$ cat config.mk
export PLATFORM = sky130hd
export DESIGN_NAME = pss_seq
export DESIGN_NICKNAME = d
export VERILOG_FILES = /design/src/rtl/pss_pkg.sv /design/src/rtl/pss_sync.sv /design/src/rtl/pss_timer.sv /design/src/rtl/pss_shift.sv /design/src/rtl/pss_seq.sv
export SDC_FILE = /design/constraint.sdc
export NUM_CORES = 1
export LEC_CHECK = 0
export BUFFER_PORTS_ARGS = -buffer_cell sky130_fd_sc_hd__buf_2
export CAP_MARGIN = 20
export CORE_UTILIZATION = 50
export CTS_CLUSTER_DIAMETER = 120
export DETAILED_ROUTE_END_ITERATION = 7
export MAX_ROUTING_LAYER = met4
export PLACE_DENSITY = 0.69
export SETUP_SLACK_MARGIN = 0.3
export SYNTH_ARGS = -nofsm -noshare
export SYNTH_HDL_FRONTEND = slang
export SYNTH_SLANG_ARGS = --single-unit
$ cat constraint.sdc
create_clock -name clk -period 2.45 [get_ports clk]
set_clock_uncertainty 0.15 [all_clocks]
set_input_delay 0.49 -clock clk [delete_from_list [all_inputs] [get_ports clk]]
set_output_delay 0.49 -clock clk [all_outputs]
set_load 0.01 [all_outputs]
$ cat src/rtl/pss_pkg.sv
package pss_pkg;

    typedef enum logic [2:0] {
        ST_IDLE,
        ST_HOLD,
        ST_POLL,
        ST_SETTLE,
        ST_DATA,
        ST_CHECK,
        ST_TAIL
    } pss_state_e;

    typedef enum logic [2:0] {
        E_NONE      = 3'd0,
        E_REFUSED   = 3'd1,
        E_NO_RESET  = 3'd2,
        E_NOT_READY = 3'd3,
        E_CFG       = 3'd4,
        E_NO_DONE   = 3'd5
    } pss_err_e;

    typedef struct packed {
        logic var_b;
        logic msb_first;
        logic done_chk;
    } pss_opts_t;

    localparam int unsigned HOLD_US_DEF     = 2;
    localparam int unsigned POLL_US_DEF     = 268;
    localparam int unsigned MAXWAIT_A_DEF   = 1506;
    localparam int unsigned MAXWAIT_B_DEF   = 3000;
    localparam int unsigned SETTLE_A_DEF    = 2;
    localparam int unsigned SETTLE_B_DEF    = 10;

    function automatic int unsigned us_to_cyc(input longint unsigned freq_hz,
                                              input int unsigned us);
        longint unsigned c;
        c = (freq_hz * longint'(us) + 64'd999_999) / 64'd1_000_000;
        if (c == 0) c = 1;
        return int'(c);
    endfunction

    function automatic int unsigned ceil_div(input int unsigned a, input int unsigned b);
        return (a + b - 1) / b;
    endfunction

    function automatic int unsigned umax(input int unsigned a, input int unsigned b);
        return (a > b) ? a : b;
    endfunction

    function automatic logic [7:0] rev8(input logic [7:0] b);
        logic [7:0] r;
        for (int i = 0; i < 8; i++) r[i] = b[7-i];
        return r;
    endfunction

endpackage

$ cat src/rtl/pss_sync.sv
module pss_sync #(
    parameter int W = 2,
    parameter logic [W-1:0] RST_VAL = '0
) (
    input  logic         clk,
    input  logic         rst,
    input  logic [W-1:0] d,
    output logic [W-1:0] q
);
    logic [W-1:0] meta;
    logic [W-1:0] stab;

    always_ff @(posedge clk) begin
        if (rst) begin
            meta <= RST_VAL;
            stab <= RST_VAL;
        end else begin
            meta <= d;
            stab <= meta;
        end
    end

    assign q = stab;
endmodule

$ cat src/rtl/pss_timer.sv
module pss_timer #(
    parameter int W = 8
) (
    input  logic         clk,
    input  logic         rst,
    input  logic         load,
    input  logic [W-1:0] load_val,
    output logic         zero
);
    logic [W-1:0] cnt;

    always_ff @(posedge clk) begin
        if (rst)             cnt <= '0;
        else if (load)       cnt <= load_val;
        else if (cnt != '0)  cnt <= cnt - 1'b1;
    end

    assign zero = (cnt == '0);

    // every timed window shrinks by one per cycle once loaded
    assert_count_down_R2: assert property (@(posedge clk) disable iff (rst)
        (!load && cnt != '0) |=> (cnt == $past(cnt) - 1'b1));
endmodule

$ cat src/rtl/pss_shift.sv
module pss_shift (
    input  logic       clk,
    input  logic       rst,
    input  logic       load,
    input  logic [7:0] byte_i,
    output logic       busy,
    output logic       dclk_o,
    output logic       dat_o
);
    logic [7:0] sreg;
    logic [3:0] ph;

    always_ff @(posedge clk) begin
        if (rst) begin
            busy <= 1'b0;
            ph   <= '0;
            sreg <= '0;
        end else if (load) begin
            busy <= 1'b1;
            ph   <= '0;
            sreg <= byte_i;
        end else if (busy) begin
            ph <= ph + 4'd1;
            if (ph[0])       sreg <= sreg >> 1;
            if (ph == 4'd15) busy <= 1'b0;
        end
    end

    assign dclk_o = busy & ph[0];
    assign dat_o  = busy & sreg[0];

    // data never changes on the cycle the serial clock rises
    assert_data_stable_R7: assert property (@(posedge clk) disable iff (rst)
        $rose(dclk_o) |-> $stable(dat_o));
endmodule

$ cat src/rtl/pss_seq.sv
module pss_seq
    import pss_pkg::*;
#(
    parameter int unsigned CLK_FREQ_HZ  = 50_000_000,
    parameter int unsigned HOLD_US      = HOLD_US_DEF,
    parameter int unsigned POLL_US      = POLL_US_DEF,
    parameter int unsigned MAXWAIT_A_US = MAXWAIT_A_DEF,
    parameter int unsigned MAXWAIT_B_US = MAXWAIT_B_DEF,
    parameter int unsigned SETTLE_A_US  = SETTLE_A_DEF,
    parameter int unsigned SETTLE_B_US  = SETTLE_B_DEF
) (
    input  logic       clk,
    input  logic       rst,
    input  logic       start_i,
    input  logic       partial_i,
    input  logic       variant_i,
    input  logic       msb_first_i,
    input  logic       done_chk_i,
    input  logic [7:0] s_data_i,
    input  logic       s_valid_i,
    input  logic       s_last_i,
    output logic       s_ready_o,
    output logic       cfg_req_n_o,
    output logic       ser_clk_o,
    output logic       ser_dat_o,
    input  logic       tgt_status_i,
    input  logic       tgt_done_i,
    output logic       busy_o,
    output logic       done_o,
    output logic       err_o,
    output logic [2:0] err_code_o
);
    localparam int unsigned CYC_HOLD  = us_to_cyc(CLK_FREQ_HZ, HOLD_US);
    localparam int unsigned CYC_POLL  = us_to_cyc(CLK_FREQ_HZ, POLL_US);
    localparam int unsigned CYC_SET_A = us_to_cyc(CLK_FREQ_HZ, SETTLE_A_US);
    localparam int unsigned CYC_SET_B = us_to_cyc(CLK_FREQ_HZ, SETTLE_B_US);
    localparam int unsigned NPOLL_A   = ceil_div(MAXWAIT_A_US, POLL_US);
    localparam int unsigned NPOLL_B   = ceil_div(MAXWAIT_B_US, POLL_US);
    localparam int unsigned CYC_MAX   = umax(umax(CYC_HOLD, CYC_POLL), umax(CYC_SET_A, CYC_SET_B));
    localparam int TW = $clog2(CYC_MAX + 1);
    localparam int PW = $clog2(umax(NPOLL_A, NPOLL_B) + 1);

    localparam logic [TW-1:0] HOLD_LD  = TW'(CYC_HOLD - 1);
    localparam logic [TW-1:0] POLL_LD  = TW'(CYC_POLL - 1);
    localparam logic [TW-1:0] SETA_LD  = TW'(CYC_SET_A - 1);
    localparam logic [TW-1:0] SETB_LD  = TW'(CYC_SET_B - 1);

    pss_state_e st, nxt;
    pss_opts_t  opts;
    pss_err_e   code_q, fin_code;
    logic       done_q, err_q, fin_done, fin_err;
    logic       last_seen;
    logic [PW-1:0] poll_cnt, last_poll;
    logic       poll_inc;
    logic       tmr_load, tmr_zero;
    logic [TW-1:0] tmr_val;
    logic       sh_load, sh_busy;
    logic [7:0] sh_byte;
    logic [1:0] sync_q;
    logic       stat_ok, cdone_s;

    pss_sync #(.W(2), .RST_VAL(2'b01)) u_sync (
        .clk(clk), .rst(rst), .d({tgt_done_i, tgt_status_i}), .q(sync_q)
    );
    assign stat_ok = sync_q[0];
    assign cdone_s = sync_q[1];

    pss_timer #(.W(TW)) u_timer (
        .clk(clk), .rst(rst), .load(tmr_load), .load_val(tmr_val), .zero(tmr_zero)
    );

    pss_shift u_shift (
        .clk(clk), .rst(rst), .load(sh_load), .byte_i(sh_byte),
        .busy(sh_busy), .dclk_o(ser_clk_o), .dat_o(ser_dat_o)
    );

    assign last_poll   = opts.var_b ? PW'(NPOLL_B - 1) : PW'(NPOLL_A - 1);
    assign s_ready_o   = (st == ST_DATA) && !sh_busy && !last_seen;
    assign cfg_req_n_o = (st != ST_HOLD);
    assign busy_o      = (st != ST_IDLE);
    assign done_o      = done_q;
    assign err_o       = err_q;
    assign err_code_o  = code_q;

    always_comb begin
        nxt      = st;
        tmr_load = 1'b0;
        tmr_val  = '0;
        sh_load  = 1'b0;
        sh_byte  = opts.msb_first ? rev8(s_data_i) : s_data_i;
        fin_done = 1'b0;
        fin_err  = 1'b0;
        fin_code = E_NONE;
        poll_inc = 1'b0;
        unique case (st)
            ST_IDLE: if (start_i) begin
                if (partial_i) begin
                    fin_err  = 1'b1;
                    fin_code = E_REFUSED;
                end else begin
                    nxt      = ST_HOLD;
                    tmr_load = 1'b1;
                    tmr_val  = HOLD_LD;
                end
            end
            ST_HOLD: if (tmr_zero) begin
                if (stat_ok) begin
                    fin_err  = 1'b1;
                    fin_code = E_NO_RESET;
                end else begin
                    nxt      = ST_POLL;
                    tmr_load = 1'b1;
                    tmr_val  = POLL_LD;
                end
            end
            ST_POLL: if (tmr_zero) begin
                if (stat_ok) begin
                    nxt      = ST_SETTLE;
                    tmr_load = 1'b1;
                    tmr_val  = opts.var_b ? SETB_LD : SETA_LD;
                end else if (poll_cnt == last_poll) begin
                    fin_err  = 1'b1;
                    fin_code = E_NOT_READY;
                end else begin
                    poll_inc = 1'b1;
                    tmr_load = 1'b1;
                    tmr_val  = POLL_LD;
                end
            end
            ST_SETTLE: if (tmr_zero) nxt = ST_DATA;
            ST_DATA: begin
                if (s_ready_o && s_valid_i) sh_load = 1'b1;
                else if (last_seen && !sh_busy) nxt = ST_CHECK;
            end
            ST_CHECK: begin
                if (!stat_ok) begin
                    fin_err  = 1'b1;
                    fin_code = E_CFG;
                end else if (opts.done_chk && !cdone_s) begin
                    fin_err  = 1'b1;
                    fin_code = E_NO_DONE;
                end else begin
                    nxt     = ST_TAIL;
                    sh_load = 1'b1;
                    sh_byte = 8'h00;
                end
            end
            ST_TAIL: if (!sh_busy) begin
                nxt      = ST_IDLE;
                fin_done = 1'b1;
            end
            default: nxt = ST_IDLE;
        endcase
        if (fin_err) nxt = ST_IDLE;
    end

    always_ff @(posedge clk) begin
        if (rst) begin
            st        <= ST_IDLE;
            opts      <= '0;
            code_q    <= E_NONE;
            done_q    <= 1'b0;
            err_q     <= 1'b0;
            last_seen <= 1'b0;
            poll_cnt  <= '0;
        end else begin
            st     <= nxt;
            done_q <= fin_done;
            err_q  <= fin_err;
            if (st == ST_IDLE && start_i) begin
                opts.var_b     <= variant_i;
                opts.msb_first <= msb_first_i;
                opts.done_chk  <= done_chk_i;
                code_q         <= E_NONE;
                last_seen      <= 1'b0;
            end
            if (fin_err) code_q <= fin_code;
            if (st == ST_DATA && sh_load) last_seen <= s_last_i;
            if (st == ST_HOLD)  poll_cnt <= '0;
            else if (poll_inc)  poll_cnt <= poll_cnt + 1'b1;
        end
    end

    // a partial request never touches the config output and is refused
    assert_refuse_R1: assert property (@(posedge clk) disable iff (rst)
        (st == ST_IDLE && start_i && partial_i) |=> (err_o && err_code_o == 3'd1 && cfg_req_n_o));

    // the config request only falls as the answer to a start
    assert_hold_start_R2: assert property (@(posedge clk) disable iff (rst)
        $fell(cfg_req_n_o) |-> $past(start_i));

    // the poll index stays inside the variant's window budget
    assert_poll_bound_R4: assert property (@(posedge clk) disable iff (rst)
        (st == ST_POLL) |-> (poll_cnt <= last_poll));

    // bytes are taken only while the serial clock rests low
    assert_ready_idle_R7: assert property (@(posedge clk) disable iff (rst)
        s_ready_o |-> !ser_clk_o);

    // outcome flags are exclusive single-cycle pulses
    assert_flags_excl_R11: assert property (@(posedge clk) disable iff (rst)
        $onehot0({done_o, err_o}));
    assert_done_pulse_R11: assert property (@(posedge clk) disable iff (rst)
        done_o |=> !done_o);
endmodule

-- Yosys cells after proc, flatten, opt, wreduce, memory -nomap -nowiden
Index checks and enable logic that the tools add are counted.
- bits in registers: 47
- output and inout bits: 10
- word-level logic and storage cells: 142
- add/subtract/negate cells: 3
- equality and inequality tests: 21
- multiplexer cells: 75
- bitwise logic cells: 3
- reduce and logical (&&, ||, !) cells: 25
- operators by type and width (cell ; number):
    $mux W14 ; 7
    $mux W8 ; 7
    $mux W3 ; 16
    $pmux W14 S3 ; 1
    $mux W1 ; 30
    $pmux W3 S7 ; 1
    $ne A2 B2 Y1 const B ; 9
    $logic_not A14 Y1 ; 1
    $mux W7 ; 2
    $reduce_bool A14 Y1 ; 1
    $sub A14 B1 Y14 const B ; 1
    $pmux W3 S4 ; 1
    $reduce_and A12 Y1 ; 1
    $mux W2 ; 5
    $reduce_bool A2 Y1 ; 5
    $eq A3 B3 Y1 const B ; 3
    $mux W9 ; 1
    $add A4 B1 Y4 const B ; 2
    $reduce_or A2 Y1 ; 4
    $logic_and A1 B1 Y1 ; 7
    $eq A3 B2 Y1 const B ; 2
    $ne A2 B1 Y1 const B ; 3
    $eq A4 B4 Y1 ; 1
    $eq A4 B4 Y1 const B ; 1
    other kinds (12) ; 15

-- Logic depth before layout (Yosys ltp)
- depth after elaboration: 8
- depth in mapped cells: 9

-- Cells and area by module
A second synthesis with hierarchy kept.
- cells, all modules: 313
- area total of the unflattened synthesis: 2651.3 um^2
- by module, submodules not included (module ; instances ; cells each ; area each (um^2)):
    pss_seq ; 1 ; 133 ; 1043.5
    pss_timer ; 1 ; 109 ; 887.1
    pss_shift ; 1 ; 63 ; 615.6
    pss_sync ; 1 ; 8 ; 105.1

-- Worst setup path after synthesis
No wires, ideal clock.
- kind: reg-to-reg
- start: register u_timer.cnt[0]
- end: register st[0]
- data arrival time: 1727 ps
- path slack: 503 ps
- stages on the path, launching flop included: 8
- buffers on the path: 0
- cell sequence: dfxtp_1 inv_1 ha_1 nor3b_1 nand4_2 o21a_1 or4b_1 a21oi_1
- cells in the longest elaborated chain, start to end: 4
- elaborated cells between the ends (all ways): 9
- those cells by class: 3 x eq/ne; 3 x mux; 3 x reduce/logical
- ends and longest elaborated chain (element ; line ; source):
    from (decl) ; pss_timer.sv:10 ; logic [W-1:0] cnt;
    from (signal assigned) ; pss_timer.sv:14 ; else if (load) cnt <= load_val;
    from (signal assigned) ; pss_timer.sv:15 ; else if (cnt != '0) cnt <= cnt - 1'b1;
    $logic_not A14 Y1 (*) ; pss_timer.sv:18 ; assign zero = (cnt == '0);
    $mux W1, on equally long branches ; pss_seq.sv:116, pss_seq.sv:106 ;
    $pmux W1 S4 ; pss_seq.sv:95 ; unique case (st)
    $reduce_or A2 Y1 (no line) ; - ;
    to (signal assigned) ; pss_seq.sv:167 ; st <= nxt;
    to (decl) ; pss_seq.sv:48 ; pss_state_e st, nxt;
Every way passes the cells marked *; elsewhere a longest branch is shown, timed or not.
A chain may end at the register's enable or synchronous reset.

-- Worst setup path after layout
- start: register u_timer.cnt[2]
- end: register st[1]
Same word-level chain as after synthesis.

==> reports/qor.txt <==
================================================================================
IO buf count ......................................................           28
Cell row count ....................................................           24
Part of the cycle the worst path needs ............................       83.20%
Chain of cells forming the critical path .......................... nor4_4 -> and4b_2 -> buf_4 -> nor2_1 -> or3_1 -> a21oi_1
Mean number of vias per cell ......................................        5.815
Setup violators final .............................................            0
Highest attainable clock frequency ................................    490.6 MHz
Number of top-level pins ..........................................           29
Standby leakage power .............................................     1.141 nW
Overall Global Routing Usage ......................................       23.44%
Max-cap violations ................................................            0
Number of buffers inserted during clock tree synthesis ............            5
DRC marker count from the first detailed-route iteration ..........          162
Synth Area per Inst ...............................................    8.919 µm²
Sequential area share after synthesis .............................       38.78%
Number of fill cells in the layout ................................          437
Maximum buffer depth of the clock tree ............................            2
Half-perimeter wire length of the detailed placement result .......      3998 µm
Share of layout cells above drive strength 1 ......................       22.30%
Clock Pin Slew Worst Setup and Hold Paths .........................      0.09 ns
Length of the first detailed-routing pass in iterations ...........            4
Synth Net Count ...................................................          295
Die outline height ................................................     71.66 µm
Worst-case vdd ir drop ............................................    0.4252 mV
Relative contribution of combinational cells to total power .......        40.4%
Class of the most critical setup path .............................   reg -> reg
Endpoints failing hold ............................................            0
Count of cells resized by post-cts repair .........................            0
Count of flip-flops with a built-in enable after synthesis ........            0
Critical-path maximum fanout ......................................            7
Starting density of the core ......................................       53.86%
Overflow left after global routing ................................            0
Async set-or-reset flop fraction in the synthesized netlist .......           0%
N_diodes ..........................................................            0
Worst EP arrival ..................................................      2.12 ns
Slowest stage cell on the critical path ...........................       nor4_4
Count of nets after finishing .....................................          327
TritonCTS clock tree ..............................................        built
Vias in the first global route ....................................         2001
Worst Setup End Kind ..............................................    flip-flop
Slew at the pin closest to its max-slew limit .....................    0.4732 ns
Minimum clock period after layout .................................     2.039 ns
Status ............................................................ finished, final reports clean
Register share of total power .....................................        40.9%
Delay of the slowest cell on the worst path .......................      0.39 ns
Number of routed nets with antenna violations .....................            0
CP delay by family, top ........................................... simple AND/OR/NAND/NOR gates
Internal power summed over all cells ..............................   0.001594 W
Number of max-slew violations in the final report .................            0
Crit start category ...............................................    flip-flop
Routability cong. .................................................       0.8495
Pwr Density ....................................................... 920.2 mW/mm²
Global-route wire length before repair ............................      9183 µm
DR vias ...........................................................         2076
Worst hold-check path type ........................................    in -> reg
Slew HR ...........................................................       68.41%
Largest net degree at the start of global routing .................           25
Synthesis-stage register bit count ................................           47
Unrepaired setup endpoints after global routing ...................           no
Die X .............................................................     71.66 µm
Sw frac ...........................................................       37.35%
Number of H-tree levels ...........................................            2
Setup repair bufs after CTS .......................................            0
Number of antenna violations at the first check in global routing .            0
Root cell of the clock tree .......................................     clkbuf_8
Warnings from Yosys ...............................................            0
Clock latency reported for the late side of the worst-skew pair ...      0.30 ns
Commonest register cell after synthesis ...........................      dfxtp_1
Average detailed-routed wire length per instance ..................     15.16 µm
Clk pwr share .....................................................        18.7%
Net switching power ...............................................  0.0009503 W
Distinct cell type count after synthesis ..........................           55
# clock sinks .....................................................           47
Layout area overhead ..............................................       13.98%
Die area .......................................................... 0.005134 mm²
Routed WL .........................................................      5411 µm
Synthesized instance count ........................................          272
Count of unresolved DRC violations after routing ..................            0
Cts-stage hold buffer count .......................................            0
Share of the core filled with cells ...............................       61.39%
Placeable core region ............................................. 0.004504 mm²
Buffering stage count on the worst path with inverters included ...            1
Setup TNS Final ...................................................         0 ns
Cell area after synthesis ......................................... 0.002426 mm²
Data required time of the worst path ..............................      2.53 ns
================================================================================
## layout make-up
cell class	count	area (µm²)	area share (%)
clock buffers	6	72.57	2.624
clock inverters	2	16.27	0.5882
inverters	8	30.03	1.086
multi-input cells	205	1426	51.58
flip-flops and latches	47	947.2	34.25
well taps	52	65.06	2.353
repair buffers	37	207.7	7.511
## cells in the final DEF, fill, tap and decap left out, types with 3 or more instances in the layout
cell,n
o32ai_1,3
o22ai_1,5
xnor2_1,11
nor2_1,19
o21ai_0,5
nand4_1,5
ha_1,4
nor4_1,3
o21ai_1,3
nor3_1,7
nand2b_1,7
inv_1,6
nand2_1,21
or3_1,5
o211a_1,4
dfxtp_2,5
nor4b_2,3
clkbuf_8,5
mux2i_1,13
nor2b_1,5
a21oi_1,24
a211o_1,3
buf_2,28
buf_4,9
dfxtp_1,42
xor2_1,6
nand3_1,8
o211ai_1,6
## per-stage QoR
stage,setup slack (ns),std cells,hold slack [ns],area (µm²),power [W]
6_report,0.4115,357,0.2087,2765,0.002544
5_1_grt,0.3011,357,0.2148,2765,0.002728
4_1_cts,0.3015,357,0.2032,2729,0.002497
3_5_place_dp,0.3265,349,0.2458,2640,0.002021
3_3_place_gp,0.3906,349,0.2424,2640,0.002012
2_1_floorplan,0.5032,272,0.2395,2426,0.001777
## state kept, by name, indices dropped and copies added, names as in the netlist
name          flops
u_timer.cnt      14
u_shift.sreg      8
poll_cnt          4
u_shift.ph        4
err_code_o        3
opts              3
st                3
u_sync.meta       2
u_sync.q          2
done_o            1
err_o             1
last_seen         1
u_shift.busy      1
## power groups by stage
stage / sequential (W) / clock (W) / combinational (W)
5_1_grt: 0.00106 / 0.000516 / 0.00115
3_5_place_dp: 0.00104 / 0 / 0.000985
2_1_floorplan: 0.000996 / 0 / 0.000780
6_report: 0.00104 / 0.000476 / 0.00103
3_3_place_gp: 0.00103 / 0 / 0.000979
4_1_cts: 0.00102 / 0.000485 / 0.000993
## cell families after synthesis
logic type,after synthesis,synth area share [%]
AOI/OAI and AO/OA,67,18.41
xor gates and xnor gates,17,6.137
adders and majority gates,4,2.063
buffers and inverters,20,3.662
DFF,47,38.78
muxes,14,5.828
and+or+nand+nor,103,25.12
## worst register-to-register path, stage by stage, from the launching register on
cell and delay (ns):
dfxtp_1 0.37, nor4_4 0.39, and4b_2 0.33, buf_4 0.16
nor2_1 0.07, or3_1 0.35, a21oi_1 0.16
## per-layer routing
layer  track usage [%]  wire (µm)  part of all wire, %
met1             30.18       2532                   47
met2             36.69       2600                   48
met3             4.079        170                  3.1
met4             9.150        107                  2.0
met5                 -          0                    0
## synthesized netlist by cell type (all sizes together), types with 5 or more instances
master,number,area (µm²)
dfxtp,47,940.9
a21oi,24,120.1
nand2,22,82.58
nor2,19,71.32
mux2i,13,130.1
xnor2,11,96.34
nand3,9,57.56
o21ai,9,48.79
inv,8,30.03
nor3,8,45.04
clkbuf,7,26.28
nand2b,7,43.79
nand4,6,43.79
o211ai,6,45.04
xor2,6,52.55
buf,5,32.53
nor2b,5,31.28
nor4,5,52.55
o22ai,5,31.28
or3,5,31.28
## worst paths after layout
check	cells after the start	endpoint	start	slack, ns
min	2	u_sync.meta[0]	tgt_status_i	0.21
min reg2reg	1	u_sync.q[0]	u_sync.meta[0]	0.27
max	6	st[1]	u_timer.cnt[2]	0.41
max reg2reg	6	st[1]	u_timer.cnt[2]	0.41
(Power assumes the default switching activity.)
